$ cat config.mk
export PLATFORM = sky130hd
export DESIGN_NAME = thermal_level_monitor
export DESIGN_NICKNAME = d
export VERILOG_FILES = /design/src/rtl/tlm_pkg.sv /design/src/rtl/tlm_edge_sync.sv /design/src/rtl/tlm_meas.sv /design/src/rtl/tlm_level.sv /design/src/rtl/thermal_level_monitor.sv
export SDC_FILE = /design/constraint.sdc
export NUM_CORES = 1
export LEC_CHECK = 0
export CORE_UTILIZATION = 50
export CTS_CLUSTER_DIAMETER = 120
export CTS_CLUSTER_SIZE = 12
export DETAILED_ROUTE_END_ITERATION = 7
export DONT_BUFFER_PORTS = 1
export PLACE_DENSITY_LB_ADDON = 0.25
export SYNTH_ARGS = -nofsm -noshare
export SYNTH_HDL_FRONTEND = slang
export SYNTH_HIERARCHICAL = 1
export SYNTH_SLANG_ARGS = --single-unit
$ cat constraint.sdc
create_clock -name clk_ref -period 4.9 [get_ports clk_ref]
set_input_delay 0.49 -clock clk_ref [delete_from_list [all_inputs] [get_ports clk_ref]]
set_output_delay 0.49 -clock clk_ref [all_outputs]
set_load 0.01 [all_outputs]
$ cat src/rtl/tlm_pkg.sv
package tlm_pkg;

  typedef enum logic [2:0] {
    A_CTRL  = 3'd0,
    A_LIM12 = 3'd1,
    A_LIM3  = 3'd2,
    A_STAT  = 3'd3,
    A_CNT   = 3'd4
  } addr_e;

  localparam logic [2:0] STATE_OVF = 3'd5;
  localparam int unsigned CLR_BIT  = 8;

  typedef struct packed {
    logic [7:0]  win;
    logic [15:0] period;
    logic        spare;
    logic        irq_rst_en;
    logic        irq_div_en;
    logic        irq_ovf_en;
    logic        rst_en;
    logic        div_en;
    logic        dvfs_en;
    logic        stop;
  } ctrl_t;

  // Window length actually used: never longer than the repeat period.
  function automatic logic [15:0] eff_window(logic [15:0] period, logic [7:0] win);
    logic [15:0] w;
    w = {8'd0, win};
    return (w < period) ? w : period;
  endfunction

  // Highest limit reached by the count decides the level.
  function automatic logic [1:0] level_of(logic [15:0] c, logic [15:0] l1,
                                          logic [15:0] l2, logic [15:0] l3);
    if (c >= l3) return 2'd3;
    if (c >= l2) return 2'd2;
    if (c >= l1) return 2'd1;
    return 2'd0;
  endfunction

endpackage

$ cat src/rtl/tlm_edge_sync.sv
module tlm_edge_sync #(
  parameter int STAGES = 2
) (
  input  logic clk,
  input  logic rst_n,
  input  logic async_in,
  output logic rise
);
  logic [STAGES:0] chain;

  always_ff @(posedge clk or negedge rst_n) begin
    if (!rst_n) chain <= '0;
    else        chain <= {chain[STAGES-1:0], async_in};
  end

  assign rise = chain[STAGES-1] & ~chain[STAGES];
endmodule

$ cat src/rtl/tlm_meas.sv
module tlm_meas #(
  parameter int CNT_W = 16
) (
  input  logic             clk,
  input  logic             rst_n,
  input  logic             run,
  input  logic [15:0]      period,
  input  logic [7:0]       win,
  input  logic             rise,
  output logic             done,
  output logic [CNT_W-1:0] sample,
  output logic [CNT_W-1:0] count_q,
  output logic             valid_q
);
  localparam logic [CNT_W-1:0] CMAX = '1;

  logic [15:0]      pcnt, wlen;
  logic [CNT_W-1:0] acc, acc_base;
  logic             in_win;

  assign wlen     = tlm_pkg::eff_window(period, win);
  assign in_win   = pcnt < wlen;
  assign done     = run && (pcnt == wlen - 16'd1);
  assign acc_base = (pcnt == 16'd0) ? '0 : acc;
  assign sample   = (acc_base == CMAX) ? CMAX : acc_base + CNT_W'(rise);

  always_ff @(posedge clk or negedge rst_n) begin
    if (!rst_n) begin
      pcnt    <= '0;
      acc     <= '0;
      count_q <= '0;
      valid_q <= 1'b0;
    end else if (!run) begin
      pcnt    <= '0;
      acc     <= '0;
      valid_q <= 1'b0;
    end else begin
      pcnt <= (pcnt == period - 16'd1) ? 16'd0 : pcnt + 16'd1;
      if (in_win) acc <= sample;
      if (done) begin
        count_q <= sample;
        valid_q <= 1'b1;
      end
    end
  end

  p_valid_after_window_r6: assert property (@(posedge clk) disable iff (!rst_n)
    $rose(valid_q) |-> $past(done));
  p_count_at_close_r4: assert property (@(posedge clk) disable iff (!rst_n)
    !$stable(count_q) |-> $past(done));
  p_stop_drops_valid_r12: assert property (@(posedge clk) disable iff (!rst_n)
    !$past(run) |-> !valid_q);
endmodule

$ cat src/rtl/tlm_level.sv
module tlm_level #(
  parameter int CNT_W = 16
) (
  input  logic             clk,
  input  logic             rst_n,
  input  logic             done,
  input  logic [CNT_W-1:0] sample,
  input  logic [CNT_W-1:0] lim1,
  input  logic [CNT_W-1:0] lim2,
  input  logic [CNT_W-1:0] lim3,
  input  tlm_pkg::ctrl_t   ctrl,
  output logic [1:0]       level_q,
  output logic             sat_q,
  output logic             scale_req,
  output logic             throttle_req,
  output logic             emerg_rst_req,
  output logic             irq_hit
);
  logic [1:0] lvl_new;
  logic       sat_new;

  assign lvl_new = tlm_pkg::level_of(16'(sample), 16'(lim1), 16'(lim2), 16'(lim3));
  assign sat_new = &sample;
  assign irq_hit = done &&
    ((ctrl.irq_div_en && lvl_new >= 2'd2 && level_q <  2'd2) ||
     (ctrl.irq_rst_en && lvl_new == 2'd3 && level_q != 2'd3) ||
     (ctrl.irq_ovf_en && sat_new && !sat_q));

  always_ff @(posedge clk or negedge rst_n) begin
    if (!rst_n) begin
      level_q       <= 2'd0;
      sat_q         <= 1'b0;
      scale_req     <= 1'b0;
      throttle_req  <= 1'b0;
      emerg_rst_req <= 1'b0;
    end else if (done) begin
      level_q       <= lvl_new;
      sat_q         <= sat_new;
      scale_req     <= ctrl.dvfs_en && lvl_new != 2'd0;
      throttle_req  <= ctrl.div_en  && lvl_new >= 2'd2;
      emerg_rst_req <= ctrl.rst_en  && lvl_new == 2'd3;
    end
  end

  p_reset_needs_top_r8: assert property (@(posedge clk) disable iff (!rst_n)
    emerg_rst_req |-> level_q == 2'd3);
  p_throttle_needs_two_r8: assert property (@(posedge clk) disable iff (!rst_n)
    throttle_req |-> level_q >= 2'd2);
  p_requests_at_close_r8: assert property (@(posedge clk) disable iff (!rst_n)
    !$stable({scale_req, throttle_req, emerg_rst_req}) |-> $past(done));
endmodule

$ cat src/rtl/thermal_level_monitor.sv
module thermal_level_monitor #(
  parameter int CNT_W     = 16,
  parameter int SYNC_STGS = 2
) (
  input  logic        clk_ref,
  input  logic        rst_n,
  input  logic        sensor_osc,
  input  logic [2:0]  bus_addr,
  input  logic        bus_wr,
  input  logic [31:0] bus_wdata,
  output logic [31:0] bus_rdata,
  output logic        scale_req,
  output logic        throttle_req,
  output logic        emerg_rst_req,
  output logic        irq
);
  import tlm_pkg::*;

  localparam int PAD_W = 16 - CNT_W;

  ctrl_t            ctrl_q;
  logic [CNT_W-1:0] lim1_q, lim2_q, lim3_q;
  logic             pend_q;
  logic             run, rise, done, valid, sat, irq_hit;
  logic [CNT_W-1:0] sample, count;
  logic [1:0]       level;
  logic [2:0]       state;
  logic             wr_stat_clr;

  assign run         = !ctrl_q.stop && ctrl_q.period != 16'd0 && ctrl_q.win != 8'd0;
  assign state       = sat ? STATE_OVF : {1'b0, level};
  assign wr_stat_clr = bus_wr && bus_addr == A_STAT && bus_wdata[CLR_BIT];
  assign irq         = pend_q;

  always_ff @(posedge clk_ref or negedge rst_n) begin
    if (!rst_n) begin
      ctrl_q <= '0;
      lim1_q <= '1;
      lim2_q <= '1;
      lim3_q <= '1;
    end else if (bus_wr) begin
      case (bus_addr)
        A_CTRL:  begin
          ctrl_q       <= ctrl_t'(bus_wdata);
          ctrl_q.spare <= 1'b0;
        end
        A_LIM12: begin
          lim1_q <= bus_wdata[CNT_W-1:0];
          lim2_q <= bus_wdata[16 +: CNT_W];
        end
        A_LIM3:  lim3_q <= bus_wdata[CNT_W-1:0];
        default: ;
      endcase
    end
  end

  always_ff @(posedge clk_ref or negedge rst_n) begin
    if (!rst_n)           pend_q <= 1'b0;
    else if (irq_hit)     pend_q <= 1'b1;
    else if (wr_stat_clr) pend_q <= 1'b0;
  end

  always_comb begin
    bus_rdata = '0;
    case (bus_addr)
      A_CTRL:  bus_rdata = ctrl_q;
      A_LIM12: bus_rdata = {{PAD_W{1'b0}}, lim2_q, {PAD_W{1'b0}}, lim1_q};
      A_LIM3:  bus_rdata = {16'd0, {PAD_W{1'b0}}, lim3_q};
      A_STAT:  bus_rdata = {22'd0, valid, pend_q, 5'd0, state};
      A_CNT:   bus_rdata = {16'd0, {PAD_W{1'b0}}, count};
      default: bus_rdata = '0;
    endcase
  end

  tlm_edge_sync #(.STAGES(SYNC_STGS)) i_sync (
    .clk(clk_ref), .rst_n(rst_n), .async_in(sensor_osc), .rise(rise)
  );

  tlm_meas #(.CNT_W(CNT_W)) i_meas (
    .clk(clk_ref), .rst_n(rst_n), .run(run), .period(ctrl_q.period),
    .win(ctrl_q.win), .rise(rise), .done(done), .sample(sample),
    .count_q(count), .valid_q(valid)
  );

  tlm_level #(.CNT_W(CNT_W)) i_level (
    .clk(clk_ref), .rst_n(rst_n), .done(done), .sample(sample),
    .lim1(lim1_q), .lim2(lim2_q), .lim3(lim3_q), .ctrl(ctrl_q),
    .level_q(level), .sat_q(sat), .scale_req(scale_req),
    .throttle_req(throttle_req), .emerg_rst_req(emerg_rst_req),
    .irq_hit(irq_hit)
  );

  p_irq_from_close_r9: assert property (@(posedge clk_ref) disable iff (!rst_n)
    $rose(irq) |-> $past(done));
  p_state_code_r5: assert property (@(posedge clk_ref) disable iff (!rst_n)
    state inside {3'd0, 3'd1, 3'd2, 3'd3, 3'd5});
  p_stop_holds_count_r12: assert property (@(posedge clk_ref) disable iff (!rst_n)
    (!run && $past(!run)) |-> $stable(count));
  p_sat_reports_ovf_r5: assert property (@(posedge clk_ref) disable iff (!rst_n)
    (&count) |-> state == STATE_OVF);
endmodule

==> impl_metrics.tcl <==
set metrics [dict create \
    final_common_cell "dfrtp_1" \
    worstPathCellList "inv_1 > ha_1 > nor4b_1 > nand4_1 > and2_1 > ha_1 > ha_1 > nand2_1 > nor2_1 > nand3_1 > xor2_1 > o21ai_0 > buf_4 > ha_1 > nand4_1 > a211oi_1 > a2111oi_0 > o21a_1 > nand2_1 > a41o_1 > a21o_1" \
    syn2layout_area_growth_pct 11.9 \
    final_hold_viol_count 0 \
    tns_ns 0 \
    drc 0 \
    cp_max_fo 6 \
    rows 50 \
    htreeDepth 4 \
    layout_common_cells "90 x dfrtp_1, 77 x ha_1, 64 x inv_1" \
    reg2reg_depth 21 \
    fin_ws_ns 0.412 \
    nNetsFinal 1107 \
    cts_buffer_depth 2 \
    rsz0062_at_grt "false" \
    io_buffers 0 \
    syn_area_per_cell_um2 10.1 \
    share_comb_of_total_power_pct 30.1 \
    setup_viol 0 \
    grt_pass1_vias 7589 \
    worstPathRequired_ns 5.22 \
    irDropWorstVdd_v 0.000293 \
    dieArea_um2 19900 \
    postSynthCellCount 956 \
    die_w_um 141 \
    cp_common_cell "ha_1" \
    pin_count 75 \
    worst-r2r-setup-slack_ns 0.41 \
    dp_hpwl_um 20200 \
    grt_max_degree 139 \
    totalWireLength_um 27500 \
    wire_per_inst_um 21.8 \
    fin_crit_sh_pct 91.6 \
    pwr-share-clk_pct 32.7 \
    track_usage_pct 28.9 \
    post-route-util_pct 57.6 \
    p_per_area_nw_per_um2 381 \
    via_per_inst 6.12 \
    max_freq_mhz 223 \
    endpoint "irq$_DFFE_PN0P_" \
    via_count 7726 \
    die_h_um 141 \
    num_antenna_cells 0 \
    crit_start "i_meas/pcnt[0]$_DFF_PN0_" \
    crit_buf_inv 2 \
    slowest_delay_ns 0.40 \
    antenna_found_initial 0 \
    timing.rr.end "irq$_DFFE_PN0P_" \
    criticalPathCategory "reg2reg" \
    yosysWarnings 6 \
    critPathLaunchType "flip-flop" \
    drv_cap 0 \
    synthesis.area_um2 9690 \
    slew_violations 0 \
    slew_headroom_pct 13.0 \
    hold_class "in2async" \
    endpoint_kind "flip-flop" \
    swShare_pct 34.1 \
    p_int_mw 2.72 \
    core_um2 18800 \
    cts_tree "yes" \
    post_cts_buffers 0 \
    cp_slowest_cell "a2111oi_0" \
    skew_ns 0.0130 \
    r2r-start "i_meas/pcnt[0]$_DFF_PN0_" \
    cts-buffers-inserted 17 \
    critical-path-top-delay-family "simple AND/OR/NAND/NOR gates" \
    p_seq_share_pct 37.1 \
    gp_congestion 0.967 \
    status "complete, no violations" \
    clk_pin_slew_worst_paths_ns 0.07 \
    arrival_ns 4.80 \
    initial_core_util_pct 51.5 \
    grt_overflow 0 \
    p_sw_mw 1.41 \
    place_ws_ns 0.306 \
    worst_pin_slew_ns 1.30 \
    min_period_ns 4.49 \
    first_pass_iters 6 \
    crit_cells 21 \
    drt_iter0_markers 580 \
    fin_worst_hold_slack_ns 0.0439 \
    cts_sinks 138 \
    insertion_delay_ns 0.43 \
    grt_pass1_wl_um 43400 \
    ant_nets 0 \
    p_leak_nw 4.96 \
    drive_above_1_share_pct 20.4 \
    clockRootBuffer "clkbuf_16" \
]
worst reg2reg max path, cell delays in order (launching register included):
cell and delay (ns):
dfrtp_1 0.37, inv_1 0.09, ha_1 0.14, nor4b_1 0.32, nand4_1 0.33, and2_1 0.28
ha_1 0.21, ha_1 0.24, nand2_1 0.12, nor2_1 0.09, nand3_1 0.11, xor2_1 0.15
o21ai_0 0.09, buf_4 0.17, ha_1 0.31, nand4_1 0.15, a211oi_1 0.07, a2111oi_0 0.40
o21a_1 0.26, nand2_1 0.09, a41o_1 0.25, a21o_1 0.15
power groups by stage:
stage	clock network (mW)	logic (mW)	registers, mW
finish	1.35	1.24	1.53
global route	1.41	1.36	1.56
CTS	1.37	1.23	1.53
detailed placement	0	1.20	1.55
floorplan	0	0.790	1.53
global placement	0	1.18	1.54
state kept, by name (all words and copies together), names as in the netlist:
register / cells
i_level/scale_req: 1
lim3_q: 16
i_level/emerg_rst_req: 1
ctrl_q: 31
i_level/sat_q: 1
lim2_q: 16
i_meas/pcnt: 16
irq: 1
i_sync/chain: 3
i_level/level_q: 2
i_meas/acc: 16
i_meas/valid_q: 1
i_meas/count_q: 16
lim1_q: 16
i_level/throttle_req: 1
metal layers:
layer  share of wire [%]  vias to the layer above  track usage [%]
li1                    -                     3561                -
met1                  44                     3797             39.2
met2                  44                      298             43.3
met3                 6.8                       70             6.32
met4                 4.6                        0             14.9
met5                   0                        -                0
layout make-up:
type,instances,area [um2]
well taps,260,325
clock buffers,18,439
flip-flops and latches,138,3510
clock inverters,13,168
repair buffers,61,490
inverters,65,244
fillers,1630,7990
multi-input cells,708,5660
through the flow:
stage	cell area (um2)	cells	power, mW
5_1_grt	10800	1263	4.33
2_1_floorplan	9720	963	2.32
6_report	10800	1263	4.13
3_5_place_dp	10200	1231	2.75
4_1_cts	10800	1263	4.13
3_3_place_gp	10200	1231	2.72
how the worst min path moves through the flow:
stage	slack [ns]	endpoint
finish	0.04	ctrl_q[19]$_DFFE_PN0P_
floorplan	0.19	ctrl_q[0]$_DFFE_PN0P_
global route	0.08	i_sync/chain[0]$_DFF_PN0_
detailed placement	0.20	ctrl_q[19]$_DFFE_PN0P_
CTS	0.08	ctrl_q[16]$_DFFE_PN0P_
global placement	0.20	ctrl_q[20]$_DFFE_PN0P_
timing repair:
action / CTS / global route
endpoints found under the setup margin: 0 / 1
hold buffers: 1 / 0
resized for setup: 0 / 1
endpoints found under the hold margin: 138 / 0
(Power assumes the default switching activity.)
